[src/rtl/evtimer.sv]
module evtimer #(
  parameter int CNT_W   = 16,
  parameter int SCALE_W = 4
) (
  input  logic             clk,
  input  logic             rst_n,
  input  logic             ref_tick,
  input  logic             reg_wr,
  input  logic [1:0]       reg_addr,
  input  logic [CNT_W-1:0] reg_wdata,
  output logic [CNT_W-1:0] reg_rdata,
  output logic             cmp1_evt,
  output logic             cmp2_evt
);
  localparam int DIV_W = (1 << SCALE_W) - 1;
  localparam logic [1:0] A_CMP1 = 2'd0;
  localparam logic [1:0] A_CMP2 = 2'd1;
  localparam logic [1:0] A_CNT  = 2'd2;
  localparam logic [1:0] A_SET  = 2'd3;
  localparam int B_CFG = 12;
  localparam int B_F1  = 13;
  localparam int B_F2  = 14;
  localparam int B_EN  = 15;

  logic [CNT_W-1:0]   cmp1_q, cmp2_q, cnt_q, cnt_nxt;
  logic [SCALE_W-1:0] scale_q;
  logic [1:0]         mode1_q, mode2_q;
  logic               en_q, flag1_q, flag2_q, cfg_q;
  logic [DIV_W-1:0]   pre_q, pre_mask;
  logic               wr_set, wr_cnt, run, tick, hit1, hit2;

  assign wr_set   = reg_wr && reg_addr == A_SET;
  assign wr_cnt   = reg_wr && reg_addr == A_CNT;
  assign run      = en_q && !wr_set && !wr_cnt;
  assign pre_mask = ~({DIV_W{1'b1}} << scale_q);
  assign tick     = run && ref_tick && ((pre_q & pre_mask) == pre_mask);
  assign cnt_nxt  = cnt_q + 1'b1;
  assign hit1     = tick && mode1_q != 2'd0 && cnt_nxt == cmp1_q;
  assign hit2     = tick && mode2_q != 2'd0 && cnt_nxt == cmp2_q;

  always_ff @(posedge clk) begin
    if (!rst_n)                pre_q <= '0;
    else if (!en_q)            pre_q <= '0;
    else if (run && ref_tick)  pre_q <= pre_q + 1'b1;
  end

  always_ff @(posedge clk) begin
    if (!rst_n)       cnt_q <= '0;
    else if (wr_cnt)  cnt_q <= reg_wdata;
    else if (hit2)    cnt_q <= '0;
    else if (tick)    cnt_q <= cnt_nxt;
  end

  always_ff @(posedge clk) begin
    if (!rst_n) begin
      cmp1_q <= '0;
      cmp2_q <= '0;
    end else if (reg_wr) begin
      if (reg_addr == A_CMP1) cmp1_q <= reg_wdata;
      if (reg_addr == A_CMP2) cmp2_q <= reg_wdata;
    end
  end

  always_ff @(posedge clk) begin
    if (!rst_n) begin
      scale_q <= '0;
      mode1_q <= '0;
      mode2_q <= '0;
      cfg_q   <= 1'b0;
      en_q    <= 1'b0;
      flag1_q <= 1'b0;
      flag2_q <= 1'b0;
    end else begin
      if (wr_set) begin
        en_q <= reg_wdata[B_EN];
        if (!cfg_q) begin
          scale_q <= reg_wdata[SCALE_W-1:0];
          mode1_q <= reg_wdata[7:6];
          mode2_q <= reg_wdata[9:8];
          cfg_q   <= 1'b1;
        end
      end
      flag1_q <= (flag1_q && !(wr_set && reg_wdata[B_F1])) || hit1;
      flag2_q <= (flag2_q && !(wr_set && reg_wdata[B_F2])) || hit2;
    end
  end

  always_comb begin
    reg_rdata = '0;
    case (reg_addr)
      A_CMP1: reg_rdata = cmp1_q;
      A_CMP2: reg_rdata = cmp2_q;
      A_CNT:  reg_rdata = cnt_q;
      default: begin
        reg_rdata[SCALE_W-1:0] = scale_q;
        reg_rdata[7:6]  = mode1_q;
        reg_rdata[9:8]  = mode2_q;
        reg_rdata[B_CFG] = cfg_q;
        reg_rdata[B_F1]  = flag1_q;
        reg_rdata[B_F2]  = flag2_q;
        reg_rdata[B_EN]  = en_q;
      end
    endcase
  end

  assign cmp1_evt = flag1_q && mode1_q == 2'd3;
  assign cmp2_evt = flag2_q && mode2_q == 2'd3;
endmodule

[config.mk]
export PLATFORM = sky130hd
export DESIGN_NAME = evtimer
export DESIGN_NICKNAME = d
export VERILOG_FILES = /design/src/rtl/evtimer.sv
export SDC_FILE = /design/constraint.sdc
export NUM_CORES = 1
export LEC_CHECK = 0
export ABC_AREA = 1
export ABC_CLOCK_PERIOD_IN_PS = 2800
export BUFFER_PORTS_ARGS = -buffer_cell sky130_fd_sc_hd__clkbuf_2
export CAP_MARGIN = 5
export CORE_MARGIN = 1.5
export CORE_UTILIZATION = 55
export DETAILED_ROUTE_END_ITERATION = 16
export PLACE_DENSITY = 0.83
export SKIP_CTS_REPAIR_TIMING = 1
export SYNTH_ARGS = -nofsm -noshare
export SYNTH_HDL_FRONTEND = slang
export SYNTH_SLANG_ARGS = --single-unit
[constraint.sdc]
create_clock -name clk -period 2.8 [get_ports clk]
set_input_delay 0.56 -clock clk [delete_from_list [all_inputs] [get_ports clk]]
set_output_delay 0.56 -clock clk [all_outputs]
set_load 0.1 [all_outputs]
=== Yosys cells after proc, flatten, opt, wreduce, memory -nomap -nowiden ===
Cells that the tools add are included.

* Register bits after elaboration: 75
* Input port bits: 22

* Add/sub/neg operators: 2
* Equality and inequality tests: 8
* Shifts and indexed selects: 1
* Mux-type cells: 8
* Bitwise logic cells: 3
* Reductions and logical operators: 30

{| class="wikitable"
|+ Operators with widths
! kind !! number
|-
| $mux 16 || 3
|-
| $pmux 4 s3 || 3
|-
| $eq 16x16->1 || 2
|-
| $add 16x1->16 const B || 1
|-
| $logic_and 1x1->1 || 16
|-
| $add 15x1->15 const B || 1
|-
| $and 15x15->15 || 1
|-
| $eq 15x15->1 || 1
|-
| $not 15->15 || 1
|-
| $shl 15x4->15 const A || 1
|-
| $pmux 2 s3 || 2
|-
| $eq 2x2->1 const B || 4
|-
| $reduce_and 2->1 || 4
|-
| $logic_not 1->1 || 4
|-
| $reduce_bool 2->1 || 2
|-
| $reduce_bool 3->1 || 1
|-
| $eq 2x1->1 const B || 1
|-
| $logic_not 2->1 || 1
|-
| $logic_or 1x1->1 || 2
|-
| $not 1->1 || 1
|}

=== Logic depth before layout (Yosys ltp) ===
Gate-level depths: netlist of the first run.

* Depth after elaboration: 11
* Gate-level depth with buffers: 15
* Depth with buffers taken out: 14

=== Worst setup path after synthesis of the first run ===
No wires, ideal clock.

* Path kind: input port to output port
* Start: input reg_addr[0]
* End: output reg_rdata[13]
* Arrival: 2.911 ns
* Required time: 2.240 ns
* Slack: -0.671 ns
* Cell stages on the path: 3
* Cell sequence: nand2_1 -> clkbuf_1 -> o21ai_0

* Word-level cells in the longest chain between the ends: 2

{| class="wikitable"
|+ RTL lines
! element !! RTL line !! text
|-
| start: declaration || 9 || <nowiki>input logic [1:0] reg_addr,</nowiki>
|-
| $eq 2x2->1 (tied with other cells) || 90 || <nowiki>case (reg_addr)</nowiki>
|-
| $pmux 4 s3 * || 90 ||
|-
| end: declaration || 11 || <nowiki>output logic [CNT_W-1:0] reg_rdata,</nowiki>
|}

Every way passes the cells marked *; elsewhere a longest branch is shown, timed or not.

=== Worst setup path after layout of the first run ===
* Start: input reg_addr[0]
* End: output reg_rdata[7]

Same word-level chain as after synthesis.

==> flow_metrics.tcl, run 1 <==
set metrics [dict create \
    yosys.area.top_type_share_pct 33.1 \
    start_util_pct 57.8 \
    fill_cells 729 \
    holdPathStages 3 \
    cpMaxStageDelayCell "buf_4" \
    rr_worst_depth 14 \
    p_sw_mw 0.789 \
    grt_pass1_wl_um 24000 \
    synth_cells 747 \
    place_hpwl_um 10800 \
    fin_crit_sh_pct 90.0 \
    drt_pass1_iterations 5 \
    dpl-instance-area_um2 5160 \
    dieWidth_um 93.9 \
    dp_slack_ns 0.112 \
    hold_violations 0 \
    cap_violations 0 \
    synth_edf_count 0 \
    vias_per_cell 5.80 \
    grt_use_met1_pct 43.2 \
    rsz0062_at_grt "no" \
    tightest_slew_ns 0.840 \
    startpoint_type "input port" \
    dp.cells 879 \
    hp-class "input port to flip-flop" \
    io_pins 40 \
    place_congestion 0.988 \
    cts.htree.levels 3 \
    async_flop_share_pct 0 \
    grt.busiest_layer "met2" \
    worst_slack_ns 0.279 \
    cts_tree "yes" \
    synth_area_leaders "dfxtp_1 (33%), nand2_1 (17%), inv_1 (8.7%)" \
    fin_skew_ns 0.0103 \
    vias 5188 \
    fmax_mhz 397 \
    grtUsageMet2_pct 59.0 \
    synth_common_cells "nand2_1 (209), inv_1 (105), dfxtp_1 (75)" \
    diodes 0 \
    finalMaxSlewViolations 0 \
    path_class "input port to output port" \
    cp_max_fo 5 \
    wl_per_cell_um 16.5 \
    grt_overflow_total 0 \
    syn-cell-area_um2 4540 \
    synth-seq-cells 75 \
    setup_viol 0 \
    endpoint_kind "output port" \
    switching_share_pct 33.1 \
    p_clk_share_pct 32.8 \
    worstPathCellList "clkbuf_2, inv_2, nor2_1, clkinv_1, buf_4, o22ai_1, a21oi_1, o21ai_2, buf_12" \
    grt_pass1_vias 5016 \
    die_h_um 93.9 \
    layout_min_cycle_time_ns 2.52 \
    antenna_left 0 \
    seq_power_share_pct 48.0 \
    area_growth_pct 17.7 \
    irDropWorstVdd_mv 0.244 \
    cts_buffers 9 \
    cp.arrival_ns 1.96 \
    final_area_um2 5340 \
    clk_latency_ns 0.37 \
    slew_headroom_pct 44.0 \
    grt_usage_pct 35.5 \
    core-area_um2 7850 \
    cts.clk_slew.worst_paths_ns 0.08 \
    ys.flop_type "dfxtp_1" \
    drive_gt1_share_pct 12.6 \
    yosysMostFrequentCell "nand2_1" \
    route.detailed.drc 0 \
    antenna_found_initial 0 \
    combPwrFrac_pct 19.2 \
    intPower_mw 1.60 \
    grt_max_degree 41 \
    synth_nets 771 \
    met3_usage_pct 5.58 \
    synth-seq-area-share_pct 33.1 \
    cp_slowest_stage_delay_ns 0.24 \
    drtIter0Drc 370 \
    die-area_um2 8810 \
    synth.distinct_cells 35 \
    critPathRequiredTime_ns 2.24 \
    post-synth-top-area-cell "dfxtp_1" \
    synth_warnings 0 \
    layoutNonFillerInstCount 895 \
    routed_wl_um 14800 \
    num_rows 32 \
    outcome "complete, no violations" \
    root_buffer "clkbuf_8" \
    nets 812 \
    cts.sinks 75 \
    syn_area_per_cell_um2 6.08 \
    io_buffer_count 39 \
    cts_max_path_buffers 2 \
    power.density_nw_per_um2 447 \
    leakagePower_nw 2.21 \
]
[cell type report]
cell class / count / area, µm² / share of cell area (%)
timing repair buffer: 50 / 518 / 9.70
tap: 102 / 128 / 2.39
clock inverter: 6 / 40.0 / 0.749
sequential: 75 / 1500 / 28.1
inverter: 112 / 420 / 7.87
multi-input combinational: 540 / 2600 / 48.6
clock buffer: 10 / 138 / 2.58
[layer usage]
layer	share of wire [%]	vias to the layer above
met3	8.2	64
met4	4.9	0
met5	0	-
li1	-	2495
met2	46	285
met1	41	2344
[power groups by stage]
stage | logic [mW] | registers (mW) | clock network [mW]
detailed placement | 0.448 | 1.17 | 0
finish | 0.457 | 1.14 | 0.783
CTS | 0.451 | 1.14 | 0.782
floorplan | 0.292 | 1.15 | 0
global placement | 0.440 | 1.17 | 0
global route | 0.491 | 1.15 | 0.829
[stage by stage]
stage               hold WS (ns)  util, %  power, mW  setup TNS [ns]
detailed placement         0.483     65.8       1.62               0
finish                     0.493     68.1       2.39               0
global placement           0.466     65.8       1.61               0
floorplan                  0.440        -       1.45           -2.22
global route               0.510     68.1       2.47               0
CTS                        0.478     68.1       2.38               0
[cell families after synthesis]
| group | Yosys count | synth area share [%] |
|---|---|---|
| fa+ha+maj | 2 | 0.551 |
| compound gates | 161 | 19.3 |
| simple gates | 371 | 34.8 |
| buf+inv | 132 | 11.1 |
| flops | 75 | 33.1 |
| xor+xnor | 6 | 1.16 |
[registers in the layout, indices dropped and copies added (netlist names), 2 cells and up]
signal	count
cmp1_q	16
cmp2_q	16
cnt_q	16
pre_q	15
scale_q	4
mode1_q	2
mode2_q	2
[path summary, 6_finish.rpt]
check                                              from                       to  slack (ns)
worst min-delay path                      reg_wdata[10]  cmp1_q[10]$_SDFFE_PN0P_        0.49
worst min register to register  cmp1_q[12]$_SDFFE_PN0P_  cmp1_q[12]$_SDFFE_PN0P_        0.50
worst max-delay path                        reg_addr[0]             reg_rdata[7]        0.28
worst max register to register    cnt_q[0]$_SDFFE_PN0P_   cnt_q[14]$_SDFFE_PN0P_        0.41
[worst max-delay path, delay by kind of cell]
kind | cells | cell delay (ns)
AOI/OAI and AO/OA | 3 | 0.40
buffers and inverters | 5 | 0.86
and+or+nand+nor | 1 | 0.15
[placed cells by master, fill, tap and decap left out, types with 16 or more instances in the layout]
master,n
dfxtp_1,75
buf_12,16
nand3_1,51
nor2_1,71
inv_1,105
nand2_1,209
o21ai_0,60
clkbuf_2,23
a21oi_1,72
Note: power is estimated with default switching activity, not from simulation.
==> run 2: changes to the inputs <==
Settings changed: CORE_ASPECT_RATIO set to 0.6.
==> flow_metrics.tcl, run 2 (same netlist as run 1, synthesis figures left out) <==
set metrics [dict create \
    drt_pass1_iterations 9 \
    min_to "flag1_q$_SDFF_PN0_" \
    grt_overflow_total 0 \
    cts.clk_slew.worst_paths_ns 0.06 \
    power.density_nw_per_um2 519 \
    r2r-start "cnt_q[0]$_SDFFE_PN0P_" \
    rr_worst_depth 14 \
    drive_gt1_share_pct 12.3 \
    area_growth_pct 20.8 \
    cp_slowest_stage_delay_ns 0.41 \
    cts_buffers 9 \
    grt_usage_pct 36.8 \
    hold_violations 0 \
    leakagePower_nw 2.26 \
    die-area_um2 8830 \
    layout_min_cycle_time_ns 2.59 \
    rsz0062_at_grt "no" \
    dp_slack_ns 0.185 \
    grt_max_degree 41 \
    vias_per_cell 5.96 \
    antenna_found_initial 0 \
    critPathRequiredTime_ns 2.24 \
    reg.largest.list "cmp1_q (16), cmp2_q (16), cnt_q (16)" \
    startpoint_type "input port" \
    holdPathStages 2 \
    fin_crit_sh_pct 92.5 \
    vias 5362 \
    root_buffer "clkbuf_16" \
    crit_family "buffers and inverters" \
    cts_max_path_buffers 2 \
    grt_pass1_wl_um 24600 \
    nets 810 \
    cts_tree "yes" \
    cts.sinks 75 \
    clk_latency_ns 0.35 \
    fill_cells 718 \
    core-area_um2 7950 \
    path_class "input port to output port" \
    place_hpwl_um 11300 \
    endpoint_kind "output port" \
    hp-class "flip-flop to flip-flop" \
    grt_pass1_vias 4916 \
    start_util_pct 57.1 \
    route.detailed.drc 0 \
    worst-r2r-setup-slack_ns 0.31 \
    worst_slack_ns 0.211 \
    fin_setup_tns_ns 0 \
    io_pins 40 \
    multi_input_area_um2 2600 \
    worstHoldStart "flag1_q$_SDFF_PN0_" \
    finalMaxSlewViolations 0 \
    tightest_slew_ns 0.884 \
    irDropWorstVdd_mv 0.314 \
    critPathBufInv 4 \
    drtIter0Drc 776 \
    wl_per_cell_um 17.7 \
    cp_max_fo 9 \
    dieWidth_um 120 \
    slew_headroom_pct 41.0 \
    regArea_um2 1500 \
    die_h_um 73.4 \
    worstReg2RegEnd "cnt_q[4]$_SDFFE_PN0P_" \
    num_rows 25 \
    diodes 0 \
    routed_wl_um 15900 \
    setup_viol 0 \
    place_congestion 0.974 \
    layout_common_cells "nand2_1 (209), inv_1 (105), dfxtp_1 (75)" \
    cpMaxStageDelayCell "clkinv_1" \
    antenna_left 0 \
    cp.arrival_ns 2.03 \
    io_buffer_count 39 \
    worstPathCellList "clkbuf_2, inv_2, nor2_1, clkinv_1, o22ai_1, a21oi_1, o21ai_2, buf_12" \
    fmax_mhz 386 \
    cts.htree.levels 3 \
    outcome "complete, no violations" \
    final_common_cell "nand2_1" \
    cap_violations 0 \
    fin_skew_ns 0.00679 \
]
[run 2: cell types whose count changed in the layout (fill, tap and decap cells not counted), sizes merged]
cell      before  now
clkinvlp       1    2
clkbuf        33   36
buf           27   25
inv          111  110
clkinv         6    2
bufinv         0    1
[run 2: metrics by stage]
step	utilization, %	total power [mW]	hold WS, ns	std cells	instance area [µm²]
finish	69.0	2.85	0.486	899	5490
global route	69.0	2.93	0.505	899	5490
CTS	69.0	2.83	0.479	899	5490
detailed placement	65.1	1.62	0.469	883	5170
global placement	65.1	1.61	0.462	883	5170
floorplan	-	1.45	0.440	747	4600
[run 2: worst max path at each step]
| stage | end | slack [ns] | start | cells past startpoint |
|---|---|---|---|---|
| 2_1_floorplan | reg_rdata[11] | -0.55 | reg_addr[0] | 4 |
| 3_3_place_gp | cnt_q[12]$_SDFFE_PN0P_ | 0.24 | reg_wr | 11 |
| 3_5_place_dp | cnt_q[2]$_SDFFE_PN0P_ | 0.18 | reg_wr | 11 |
| 4_1_cts | reg_rdata[13] | 0.27 | reg_addr[0] | 8 |
| 5_1_grt | cnt_q[13]$_SDFFE_PN0P_ | 0.18 | cnt_q[0]$_SDFFE_PN0P_ | 12 |
| 6_report | reg_rdata[9] | 0.21 | reg_addr[0] | 8 |
[run 2: layout make-up]
class / count / share of cell area, %
multi-input cells: 540 / 47.4
repair buffers: 48 / 9.40
inverters: 112 / 7.66
clock buffers: 13 / 4.93
flip-flops and latches: 75 / 27.4
well taps: 108 / 2.46
clock inverters: 3 / 0.821
[run 2: power breakdown]
part	switching, mW	leakage [nW]	total, mW	internal [mW]
Sequential	0.0419	0.610	1.15	1.11
Clock	0.471	0.148	1.23	0.764
Combinational	0.320	1.50	0.465	0.146
Total	0.833	2.26	2.85	2.02
[run 2: tightest hold or removal path, cell delays in order, from the launching register on]
cell	delay, ns
dfxtp_1	0.31
o21ai_0	0.07
a21oi_1	0.06
[run 2: metal layers]
layer | wire length [µm] | global-route usage [%]
met5 | 0 | 0
met4 | 361 | 13.3
met3 | 2240 | 11.5
met2 | 6510 | 54.0
met1 | 6790 | 51.0
